**src/rtl/zz_scan_pkg.sv**
```systemverilog
package zz_scan_pkg;

  // Movement primitives applied by the x/y counter
  typedef enum logic [1:0] {
    MV_EAST  = 2'd0,
    MV_SOUTH = 2'd1,
    MV_SWEST = 2'd2,
    MV_NEAST = 2'd3
  } move_e;

  // Program position of the sequencer
  typedef enum logic [2:0] {
    PH_LEAD  = 3'd0,   // single east step opening the upper triangle
    PH_UPPER = 3'd1,   // rounds of the upper triangle
    PH_DIAG  = 3'd2,   // anti-diagonal run
    PH_LOWER = 3'd3,   // rounds of the lower triangle (reversed order)
    PH_TAIL  = 3'd4,   // closing east step
    PH_DONE  = 3'd5    // idle / scan complete
  } phase_e;

  function automatic move_e upper_move(input logic [1:0] slot);
    case (slot)
      2'd0:    return MV_SWEST;
      2'd1:    return MV_SOUTH;
      2'd2:    return MV_NEAST;
      default: return MV_EAST;
    endcase
  endfunction

  // Lower triangle replays the upper round backwards
  function automatic move_e lower_move(input logic [1:0] slot);
    case (slot)
      2'd0:    return MV_EAST;
      2'd1:    return MV_NEAST;
      2'd2:    return MV_SOUTH;
      default: return MV_SWEST;
    endcase
  endfunction

  function automatic logic signed [1:0] move_dx(input move_e m);
    case (m)
      MV_EAST:  return 2'sd1;
      MV_NEAST: return 2'sd1;
      MV_SWEST: return -2'sd1;
      default:  return 2'sd0;
    endcase
  endfunction

  function automatic logic signed [1:0] move_dy(input move_e m);
    case (m)
      MV_SOUTH: return 2'sd1;
      MV_SWEST: return 2'sd1;
      MV_NEAST: return -2'sd1;
      default:  return 2'sd0;
    endcase
  endfunction

  function automatic logic move_repeats(input move_e m);
    return (m == MV_SWEST) || (m == MV_NEAST);
  endfunction

  // Row-major index from 1-based column/row
  function automatic int lin_index(input int col, input int row, input int side);
    return (row - 1) * side + (col - 1);
  endfunction

endpackage

```
**src/rtl/zz_xy_counter.sv**
```systemverilog
module zz_xy_counter
  import zz_scan_pkg::*;
#(
  parameter int SIDE = 8,
  parameter int CW   = 4
) (
  input  logic          clk,
  input  logic          rst_n,
  input  logic          launch,
  input  logic          step,
  input  move_e         move,
  output logic [CW-1:0] x,
  output logic [CW-1:0] y,
  output logic          at_west,
  output logic          at_north,
  output logic          at_east,
  output logic          at_south
);

  localparam logic [CW-1:0] EDGE_LO = CW'(1);
  localparam logic [CW-1:0] EDGE_HI = CW'(SIDE);

  logic signed [1:0] dx, dy;
  logic [CW-1:0]     nx, ny;

  always_comb begin
    dx = move_dx(move);
    dy = move_dy(move);
    nx = x + {{(CW-2){dx[1]}}, dx};
    ny = y + {{(CW-2){dy[1]}}, dy};
  end

  // Edge flags describe the coordinate the pending step lands on
  assign at_west  = (nx == EDGE_LO);
  assign at_north = (ny == EDGE_LO);
  assign at_east  = (nx == EDGE_HI);
  assign at_south = (ny == EDGE_HI);

  always_ff @(posedge clk or negedge rst_n) begin
    if (!rst_n) begin
      x <= EDGE_LO;
      y <= EDGE_LO;
    end else if (launch) begin
      x <= EDGE_LO;
      y <= EDGE_LO;
    end else if (step) begin
      x <= nx;
      y <= ny;
    end
  end

  assert_coord_in_block_R7: assert property (@(posedge clk) disable iff (!rst_n)
    (x >= EDGE_LO) && (x <= EDGE_HI) && (y >= EDGE_LO) && (y <= EDGE_HI));

  assert_step_moves_point_R4: assert property (@(posedge clk) disable iff (!rst_n)
    step && !launch |=> (x != $past(x)) || (y != $past(y)));

endmodule

```
**src/rtl/zz_seq_ctrl.sv**
```systemverilog
module zz_seq_ctrl
  import zz_scan_pkg::*;
#(
  parameter int SIDE = 8
) (
  input  logic  clk,
  input  logic  rst_n,
  input  logic  launch,
  input  logic  step,
  input  logic  at_west,
  input  logic  at_north,
  input  logic  at_east,
  input  logic  at_south,
  output move_e move,
  output logic  tail_step
);

  localparam int GROUPS = SIDE / 2 - 1;
  localparam int GW     = (GROUPS > 1) ? $clog2(GROUPS) : 1;
  localparam int RW     = $clog2(SIDE);

  phase_e        phase;
  logic [1:0]    slot;
  logic [GW-1:0] grp;
  logic [RW-1:0] run;

  logic mirrored, is_run, boundary, run_cap, move_done;
  logic last_slot, last_grp;

  assign mirrored  = (phase == PH_LOWER) || (phase == PH_TAIL);
  assign last_slot = (slot == 2'd3);
  assign last_grp  = (grp == GW'(GROUPS - 1));
  assign run_cap   = (run == RW'(SIDE - 1));

  always_comb begin
    case (phase)
      PH_UPPER: move = upper_move(slot);
      PH_LOWER: move = lower_move(slot);
      PH_DIAG:  move = MV_SWEST;
      default:  move = MV_EAST;
    endcase
  end

  // Run termination: near edges in the upper part, far edges once mirrored
  always_comb begin
    is_run = move_repeats(move);
    if (mirrored)
      boundary = (move == MV_SWEST) ? at_south : at_east;
    else
      boundary = (move == MV_SWEST) ? at_west : at_north;
    move_done = !is_run || boundary || run_cap;
  end

  assign tail_step = step && (phase == PH_TAIL);

  always_ff @(posedge clk or negedge rst_n) begin
    if (!rst_n) begin
      phase <= PH_DONE;
      slot  <= '0;
      grp   <= '0;
      run   <= '0;
    end else if (launch) begin
      phase <= PH_LEAD;
      slot  <= '0;
      grp   <= '0;
      run   <= '0;
    end else if (step) begin
      if (!move_done) begin
        run <= run + RW'(1);
      end else begin
        run <= '0;
        case (phase)
          PH_LEAD: begin
            phase <= PH_UPPER;
            slot  <= '0;
            grp   <= '0;
          end
          PH_UPPER, PH_LOWER: begin
            if (!last_slot) begin
              slot <= slot + 2'd1;
            end else if (!last_grp) begin
              slot <= '0;
              grp  <= grp + GW'(1);
            end else begin
              slot  <= '0;
              grp   <= '0;
              phase <= (phase == PH_UPPER) ? PH_DIAG : PH_TAIL;
            end
          end
          PH_DIAG: begin
            phase <= PH_LOWER;
            slot  <= '0;
            grp   <= '0;
          end
          PH_TAIL: phase <= PH_DONE;
          default: phase <= PH_DONE;
        endcase
      end
    end
  end

  // A run always meets its edge before the step budget runs out
  assert_run_within_side_R6: assert property (@(posedge clk) disable iff (!rst_n)
    step && is_run |-> (run < RW'(SIDE - 1)));

  assert_no_step_when_idle_R8: assert property (@(posedge clk) disable iff (!rst_n)
    step |-> (phase != PH_DONE));

  assert_diag_ends_west_R5: assert property (@(posedge clk) disable iff (!rst_n)
    step && (phase == PH_DIAG) && move_done |-> at_west && at_south);

endmodule

```
**src/rtl/zz_addr_map.sv**
```systemverilog
module zz_addr_map
  import zz_scan_pkg::*;
#(
  parameter int SIDE = 8,
  parameter int CW   = 4,
  parameter int AW   = 6
) (
  input  logic [CW-1:0] x,
  input  logic [CW-1:0] y,
  output logic [AW-1:0] addr
);

  always_comb begin
    addr = AW'(lin_index(int'(x), int'(y), SIDE));
  end

endmodule

```
**src/rtl/zigzag_scan_gen.sv**
```systemverilog
module zigzag_scan_gen
  import zz_scan_pkg::*;
#(
  parameter int SIDE = 8,
  parameter int CW   = $clog2(SIDE + 1),
  parameter int AW   = $clog2(SIDE * SIDE)
) (
  input  logic          clk,
  input  logic          rst_n,
  input  logic          start,
  input  logic          advance,
  output logic          valid,
  output logic          last,
  output logic [CW-1:0] x,
  output logic [CW-1:0] y,
  output logic [AW-1:0] addr
);

  localparam int NPTS = SIDE * SIDE;

  logic  valid_q, last_q;
  logic  launch, fire, step, tail_step;
  logic  at_west, at_north, at_east, at_south;
  move_e move;
  logic [AW:0] seen;

  // Named handshake events
  assign launch = start && !valid_q;
  assign fire   = valid_q && advance;
  assign step   = fire && !last_q;

  zz_seq_ctrl #(.SIDE(SIDE)) u_ctrl (
    .clk       (clk),
    .rst_n     (rst_n),
    .launch    (launch),
    .step      (step),
    .at_west   (at_west),
    .at_north  (at_north),
    .at_east   (at_east),
    .at_south  (at_south),
    .move      (move),
    .tail_step (tail_step)
  );

  zz_xy_counter #(.SIDE(SIDE), .CW(CW)) u_xy (
    .clk      (clk),
    .rst_n    (rst_n),
    .launch   (launch),
    .step     (step),
    .move     (move),
    .x        (x),
    .y        (y),
    .at_west  (at_west),
    .at_north (at_north),
    .at_east  (at_east),
    .at_south (at_south)
  );

  zz_addr_map #(.SIDE(SIDE), .CW(CW), .AW(AW)) u_addr (
    .x    (x),
    .y    (y),
    .addr (addr)
  );

  always_ff @(posedge clk or negedge rst_n) begin
    if (!rst_n) begin
      valid_q <= 1'b0;
      last_q  <= 1'b0;
      seen    <= '0;
    end else if (launch) begin
      valid_q <= 1'b1;
      last_q  <= 1'b0;
      seen    <= '0;
    end else if (fire) begin
      if (last_q) begin
        valid_q <= 1'b0;
        last_q  <= 1'b0;
      end else begin
        last_q <= tail_step;
        seen   <= seen + (AW+1)'(1);
      end
    end
  end

  assign valid = valid_q;
  assign last  = last_q;

  assert_launch_origin_R2: assert property (@(posedge clk) disable iff (!rst_n)
    !valid && start |=> valid && (x == CW'(1)) && (y == CW'(1)) && (addr == '0));

  assert_hold_on_stall_R9: assert property (@(posedge clk) disable iff (!rst_n)
    valid && !advance |=> valid && $stable(x) && $stable(y) && $stable(last));

  assert_busy_start_ignored_R10: assert property (@(posedge clk) disable iff (!rst_n)
    valid && start && !last && !((x == CW'(1)) && (y == CW'(1)))
      |=> valid && !((x == CW'(1)) && (y == CW'(1))));

  assert_last_at_corner_R7: assert property (@(posedge clk) disable iff (!rst_n)
    last |-> valid && (x == CW'(SIDE)) && (y == CW'(SIDE)) && (seen == (AW+1)'(NPTS - 1)));

  assert_corner_only_last_R7: assert property (@(posedge clk) disable iff (!rst_n)
    valid && !last |-> !((x == CW'(SIDE)) && (y == CW'(SIDE))));

  assert_idle_after_last_R8: assert property (@(posedge clk) disable iff (!rst_n)
    valid && last && advance |=> !valid);

endmodule

```
**config.mk**
```make
export PLATFORM = sky130hd
export DESIGN_NAME = zigzag_scan_gen
export DESIGN_NICKNAME = d
export VERILOG_FILES = /design/src/rtl/zz_scan_pkg.sv /design/src/rtl/zz_xy_counter.sv /design/src/rtl/zz_seq_ctrl.sv /design/src/rtl/zz_addr_map.sv /design/src/rtl/zigzag_scan_gen.sv
export SDC_FILE = /design/constraint.sdc
export NUM_CORES = 1
export LEC_CHECK = 0
export BUFFER_PORTS_ARGS = -buffer_cell sky130_fd_sc_hd__buf_4
export CORE_UTILIZATION = 40
export DETAILED_ROUTE_END_ITERATION = 7
export PLACE_DENSITY_LB_ADDON = 0.3
export SKIP_CTS_REPAIR_TIMING = 1
export SYNTH_ARGS = -nofsm -noshare
export SYNTH_HDL_FRONTEND = slang
export SYNTH_HIERARCHICAL = 1
export SYNTH_SLANG_ARGS = --single-unit
```
**constraint.sdc**
```tcl
create_clock -name clk -period 10.15 [get_ports clk]
set_input_delay 1.015 -clock clk [delete_from_list [all_inputs] [get_ports clk]]
set_output_delay 1.015 -clock clk [all_outputs]
set_load 0.05 [all_outputs]
```
# Yosys cells after proc, flatten, opt, wreduce, memory -nomap -nowiden
# Cells that the tools add are included.
# Widths: inputs -> output; s select.
# op_classes
add_sub_neg	8
n_mul	0
n_div	0
order_cmp	0
eq_ne	18
n_shift	0
muxes	39
bitwise_logic	0
reduce_logical	27
# op_table
operator	count
$mux 3	9
$mux 2	9
$pmux 2 s3	3
$mux 4	4
$pmux 2 s2	4
$eq 2x2->1 const B	5
$mux 1	9
$pmux 3 s3	1
$add 4x4->4	2
$eq 4x1->1 const B	2
$eq 4x4->1 const B	2
$reduce_and 4->1	2
$reduce_bool 2->1	4
$reduce_or 2->1	4
$add 6x6->6	1
$eq 3x2->1 const B	2
$eq 3x3->1 const B	2
$ne 3x2->1 const B	2
$sub 4x1->5 const B	1
$add 2x1->2 const B	2
$eq 2x1->1 const B	2
$logic_and 1x1->1	4
$logic_not 2->1	2
$logic_or 1x1->1	4
other kinds (8)	10
# word_totals
ff_bits	20
latchBits	0
ramBits	0
romBits	0
in_bits	4
elab_cells	100
mem_count	0

# Depth between registers and ports, before layout
# depth
ltp_word	15
depth_mapped	17
mapped_depth_nobuf	17

# Hierarchy
# Netlist, hierarchy kept.
# by_module_without_submodules
mod	instances	cells_per_inst	area_per_inst_um2	seq_area_each_um2
zz_seq_ctrl	1	83	749.5	252.7
zz_xy_counter	1	63	590.6	202.7
zz_addr_map	1	18	153.9	0.0
zigzag_scan_gen	1	8	95.1	50.0

# Least setup slack after synthesis
# No wires, ideal clock.
# synth_timing
path_kind	register -> register
start	register u_ctrl.slot[0]
end	register u_ctrl.phase[1]
setup_ns	0.126
arrival_ns	3.693
required_ns	10.024
slack_ns	6.331
stages_incl_launch_ff	17
path_buffers	0
synth_period_minus_slack_ns	3.819
cell_sequence	dfrtp_1 > ha_1 > nand2b_1 > or3_1 > a21oi_1 > nand2_1 > xnor2_1 > ha_1 > nor4bb_1 > nor2_1 > xnor2_1 > nor4b_1 > nor2_1 > o2bb2ai_1 > a211oi_2 > nor2_1 > a221o_1
# synth_between
elab_chain_cells	14
elab_cells_between_ends	31
cone_classes	add/sub (2); eq/ne (11); mux (8); reduce/logical (10)
# synth_rtl
element	line_no	source
start, declared	zz_seq_ctrl.sv:23	logic [1:0] slot;
start signal, assigned	zz_seq_ctrl.sv:80	slot <= slot + 2'd1;
$eq 2x2->1 (tied with other cells)	zz_scan_pkg.sv:22, zz_scan_pkg.sv:32	
$pmux 2 s3 (on tied branches)	zz_scan_pkg.sv:32, zz_scan_pkg.sv:22	
$pmux 2 s3 (*)	zz_seq_ctrl.sv:36	case (phase)
net move[1]	zigzag_scan_gen.sv:24	move_e move;
$eq 2x2->1 / $eq 2x1->1 (equally long branches)	zz_scan_pkg.sv:50	case (m)
$reduce_or 2->1 (no source line)	n/a	
$pmux 2 s2 (*)	zz_scan_pkg.sv:50	
$add 4x4->4 (*)	zz_xy_counter.sv:30	ny = y + {{(CW-2){dy[1]}}, dy};
$eq 4x4->1 (*)	zz_xy_counter.sv:37	assign at_south = (ny == EDGE_HI);
net at_south	zigzag_scan_gen.sv:23	logic at_west, at_north, at_east, at_south;
$mux 1 (*)	zz_seq_ctrl.sv:48	boundary = (move == MV_SWEST) ? at_south : at_east;
$mux 1 (*)	zz_seq_ctrl.sv:47	if (mirrored)
$logic_or 1x1->1 (*) (2 in a row)	zz_seq_ctrl.sv:51	move_done = !is_run || boundary || run_cap;
$reduce_bool 2->1 (no source line) (*)	n/a	
$reduce_and 4->1 (no source line) (*)	n/a	
end signal, assigned	zz_seq_ctrl.sv:87	phase <= (phase == PH_UPPER) ? PH_DIAG : PH_TAIL;
end, declared	zz_seq_ctrl.sv:22	phase_e phase;
# The timed path passes the listed nets; every way through them passes the cells marked *.
# A chain may end at the register's enable or synchronous reset.

# Final worst setup path
# Same ends and word-level chain as after synthesis.

==> results.sh <==
export IMPL_die_y_um=65.0
export IMPL_holdPathEnd="u_ctrl/run[2]"
export IMPL_n_fill_cell=362
export IMPL_syn_inst=172
export IMPL_maxCapViolations=0
export IMPL_nNetsFinal=207
export IMPL_slew_viol_final=0
export IMPL_antenna_cells=0
export IMPL_fin_skew_ns=0.00275
export IMPL_synth_async_sr_flop_share_pct=100
export IMPL_antenna_found_initial=0
export IMPL_synthTopCellsByArea="dfrtp_1 25%, ha_1 10%, dfstp_2 6.6%"
export IMPL_fin_ws_ns=5.79
export IMPL_grt_pass1_vias=1277
export IMPL_finalSetupViolations=0
export IMPL_layout_commonest_cell="buf_4"
export IMPL_cts_tree="done"
export IMPL_finalWirelength_um=3170
export IMPL_dieArea_um2=4230
export IMPL_syn_to_final_growth_pct=14.3
export IMPL_worstPathArrival_ns=4.49
export IMPL_rows=22
export IMPL_cts_buffer_depth=2
export IMPL_initial_core_util_pct=42.4
export IMPL_whs_path_depth=2
export IMPL_regArea_um2=505
export IMPL_drive_gt1_share_pct=21.3
export IMPL_place_hpwl_um=2390
export IMPL_critical_path_slowest_cell="dfrtp_1"
export IMPL_synth_area_leader_cell="dfrtp_1"
export IMPL_design_area_um2=1820
export IMPL_grt_pass1_wl_um=5530
export IMPL_grt_total_usage_pct=16.8
export IMPL_slowest_delay_ns=0.41
export IMPL_crit_fanout=7
export IMPL_fin_crit_sh_pct=42.9
export IMPL_dp_cells=232
export IMPL_final_cells=236
export IMPL_endpoint_kind="register"
export IMPL_vias=1286
export IMPL_drc=0
export IMPL_cts_buffers=3
export IMPL_tns_ns=0
export IMPL_synth_edf_count=0
export IMPL_critPathKind="register to register"
export IMPL_synth_cell_types=54
export IMPL_clk_pin_slew_ns=0.07
export IMPL_worst_pin_slew_ns=0.785
export IMPL_worstRegToRegCells=16
export IMPL_syn_area_per_cell_um2=9.24
export IMPL_core_area_um2=3740
export IMPL_yosysTopAreaCellShare_pct=25.2
export IMPL_wl_per_cell_um=13.4
export IMPL_ys_seq_area_share_pct=31.8
export IMPL_multi_input_area_um2=1000
export IMPL_routed_via_density=5.45
export IMPL_crit_path_frequent_cell="nor2_1"
export IMPL_drt_iter0_drc=30
export IMPL_grt_overflow_total=0
export IMPL_hold_path_startpoint="u_ctrl/run[2]"
export IMPL_cts_root_buf="clkbuf_8"
export IMPL_io_pins=20
export IMPL_place_ws_ns=5.78
export IMPL_synth_warnings=6
export IMPL_worstSetupStartpointType="register"
export IMPL_place_congestion=0.807
export IMPL_r2r_slack_ns=5.79
export IMPL_netlist_area_um2=1590
export IMPL_cts_sinks=20
export IMPL_mostFrequentLayoutCells="19 x buf_4, 16 x dfrtp_1, 15 x nor2_1"
export IMPL_port_buffers=19
export IMPL_post_dp_cell_area_um2=1760
export IMPL_clock_latency_ns=0.25
export IMPL_crit_chain="ha_1 > nand2b_1 > or3_1 > a21oi_1 > nand2_1 > xnor2_1 > ha_1 > nor4bb_1 > nor2_1 > xnor2_1 > nor4b_1 > nor2_1 > o2bb2ai_1 > a211oi_2 > nor2_1 > a221o_1"
export IMPL_die_width_um=65.0
export IMPL_ys_ff_latch=20
export IMPL_hold_viol=0
export IMPL_fmax_ghz=0.230
export IMPL_rr_startpoint="u_ctrl/slot[0]"
export IMPL_drt_pass1_iter_count=4
export IMPL_status="finished, final reports clean"
export IMPL_grt_start_max_net_pins=24
export IMPL_cts_max_level=1
export IMPL_rsz0062_at_grt="no"
export IMPL_ys_flop_type="dfrtp_1"
export IMPL_worstPathRequired_ns=10.29
export IMPL_synth_fp_nets=190
export IMPL_timing_rr_end="u_ctrl/phase[1]"
export IMPL_slew_headroom_pct=47.7
export IMPL_postRouteAntennaNets=0
export IMPL_finalCriticalPeriod_ns=4.36
export IMPL_hold_path_class="register to register"
-- final cells by class --
class	count	area share, %
clock buffer	4	3.03
inverter	14	2.89
multi-input combinational	131	55.1
sequential	20	27.8
tap	48	3.31
timing repair buffer	19	7.85
-- critical path, delay by kind of cell (launching register included) --
family                   cells  cell delay, ns
AND/OR/NAND/NOR              8            1.77
AO/OA/AOI/OAI                4            1.29
adder cells (fa/ha/maj)      2            0.45
XOR/XNOR                     2            0.32
flip-flops                   1            0.41
-- cells by family (layout without fill, tap and decap cells) --
| group | count (synthesis) | after routing | share of synthesized area (%) |
|---|---|---|---|
| AO/OA/AOI/OAI | 35 | 35 | 15.8 |
| XOR/XNOR | 11 | 11 | 6.93 |
| adder cells (fa/ha/maj) | 14 | 14 | 11.5 |
| buffers and inverters | 21 | 37 | 5.20 |
| flip-flops | 20 | 20 | 31.8 |
| multiplexers | 11 | 11 | 7.24 |
| AND/OR/NAND/NOR | 60 | 60 | 21.5 |
-- routing by layer --
metal,part of all wire (%),track usage [%]
met1,45,19.7
met2,50,30.2
met3,3.9,4.75
met4,0.95,3.53
met5,0,0
-- synth_stat cells, types with 2 or more instances --
master,number
inv_1,14
nor2b_1,5
nand2b_1,3
nand2_1,8
dfrtp_1,16
a211o_1,2
nand3_1,3
a21oi_1,6
ha_1,13
dfstp_2,4
o21ai_1,3
a31oi_1,2
nor2_1,15
nor4b_1,3
or3_1,4
xor2_1,8
buf_2,3
nor3_1,4
or2_2,2
xnor2_1,2
mux2_2,4
o21ai_0,6
mux2i_1,7
or3b_2,2
o22ai_1,2
clkbuf_1,3
-- how the worst max path moves through the flow --
stage / from / to / slack (ns) / cells after the start
2_1_floorplan: u_ctrl/slot[0] / u_ctrl/phase[1] / 6.33 / 16
3_3_place_gp: u_ctrl/slot[0] / u_ctrl/phase[1] / 5.99 / 16
3_5_place_dp: u_ctrl/slot[0] / u_ctrl/phase[1] / 5.78 / 16
4_1_cts: u_ctrl/slot[0] / u_ctrl/phase[1] / 5.77 / 16
5_1_grt: u_ctrl/slot[0] / u_ctrl/phase[1] / 5.36 / 16
6_report: u_ctrl/slot[0] / u_ctrl/phase[1] / 5.79 / 16
-- metrics by stage --
step                      hold slack (ns)  utilization, %
after detailed placement            0.491            47.1
after floorplan                     0.460               -
after CTS                           0.508            48.5
after global routing                0.542            48.5
final                               0.506            48.5
after global placement              0.475            47.1
-- registers in the layout, indices dropped and copies added, names as in the netlist --
name and count:
u_ctrl/slot 2, u_xy/x 4, u_xy/y 4, u_ctrl/grp 2, valid 1, last 1, u_ctrl/run 3, u_ctrl/phase 3
Power is not shown: default switching activity piles up to over one toggle a cycle in this logic, so the estimate is an artifact.
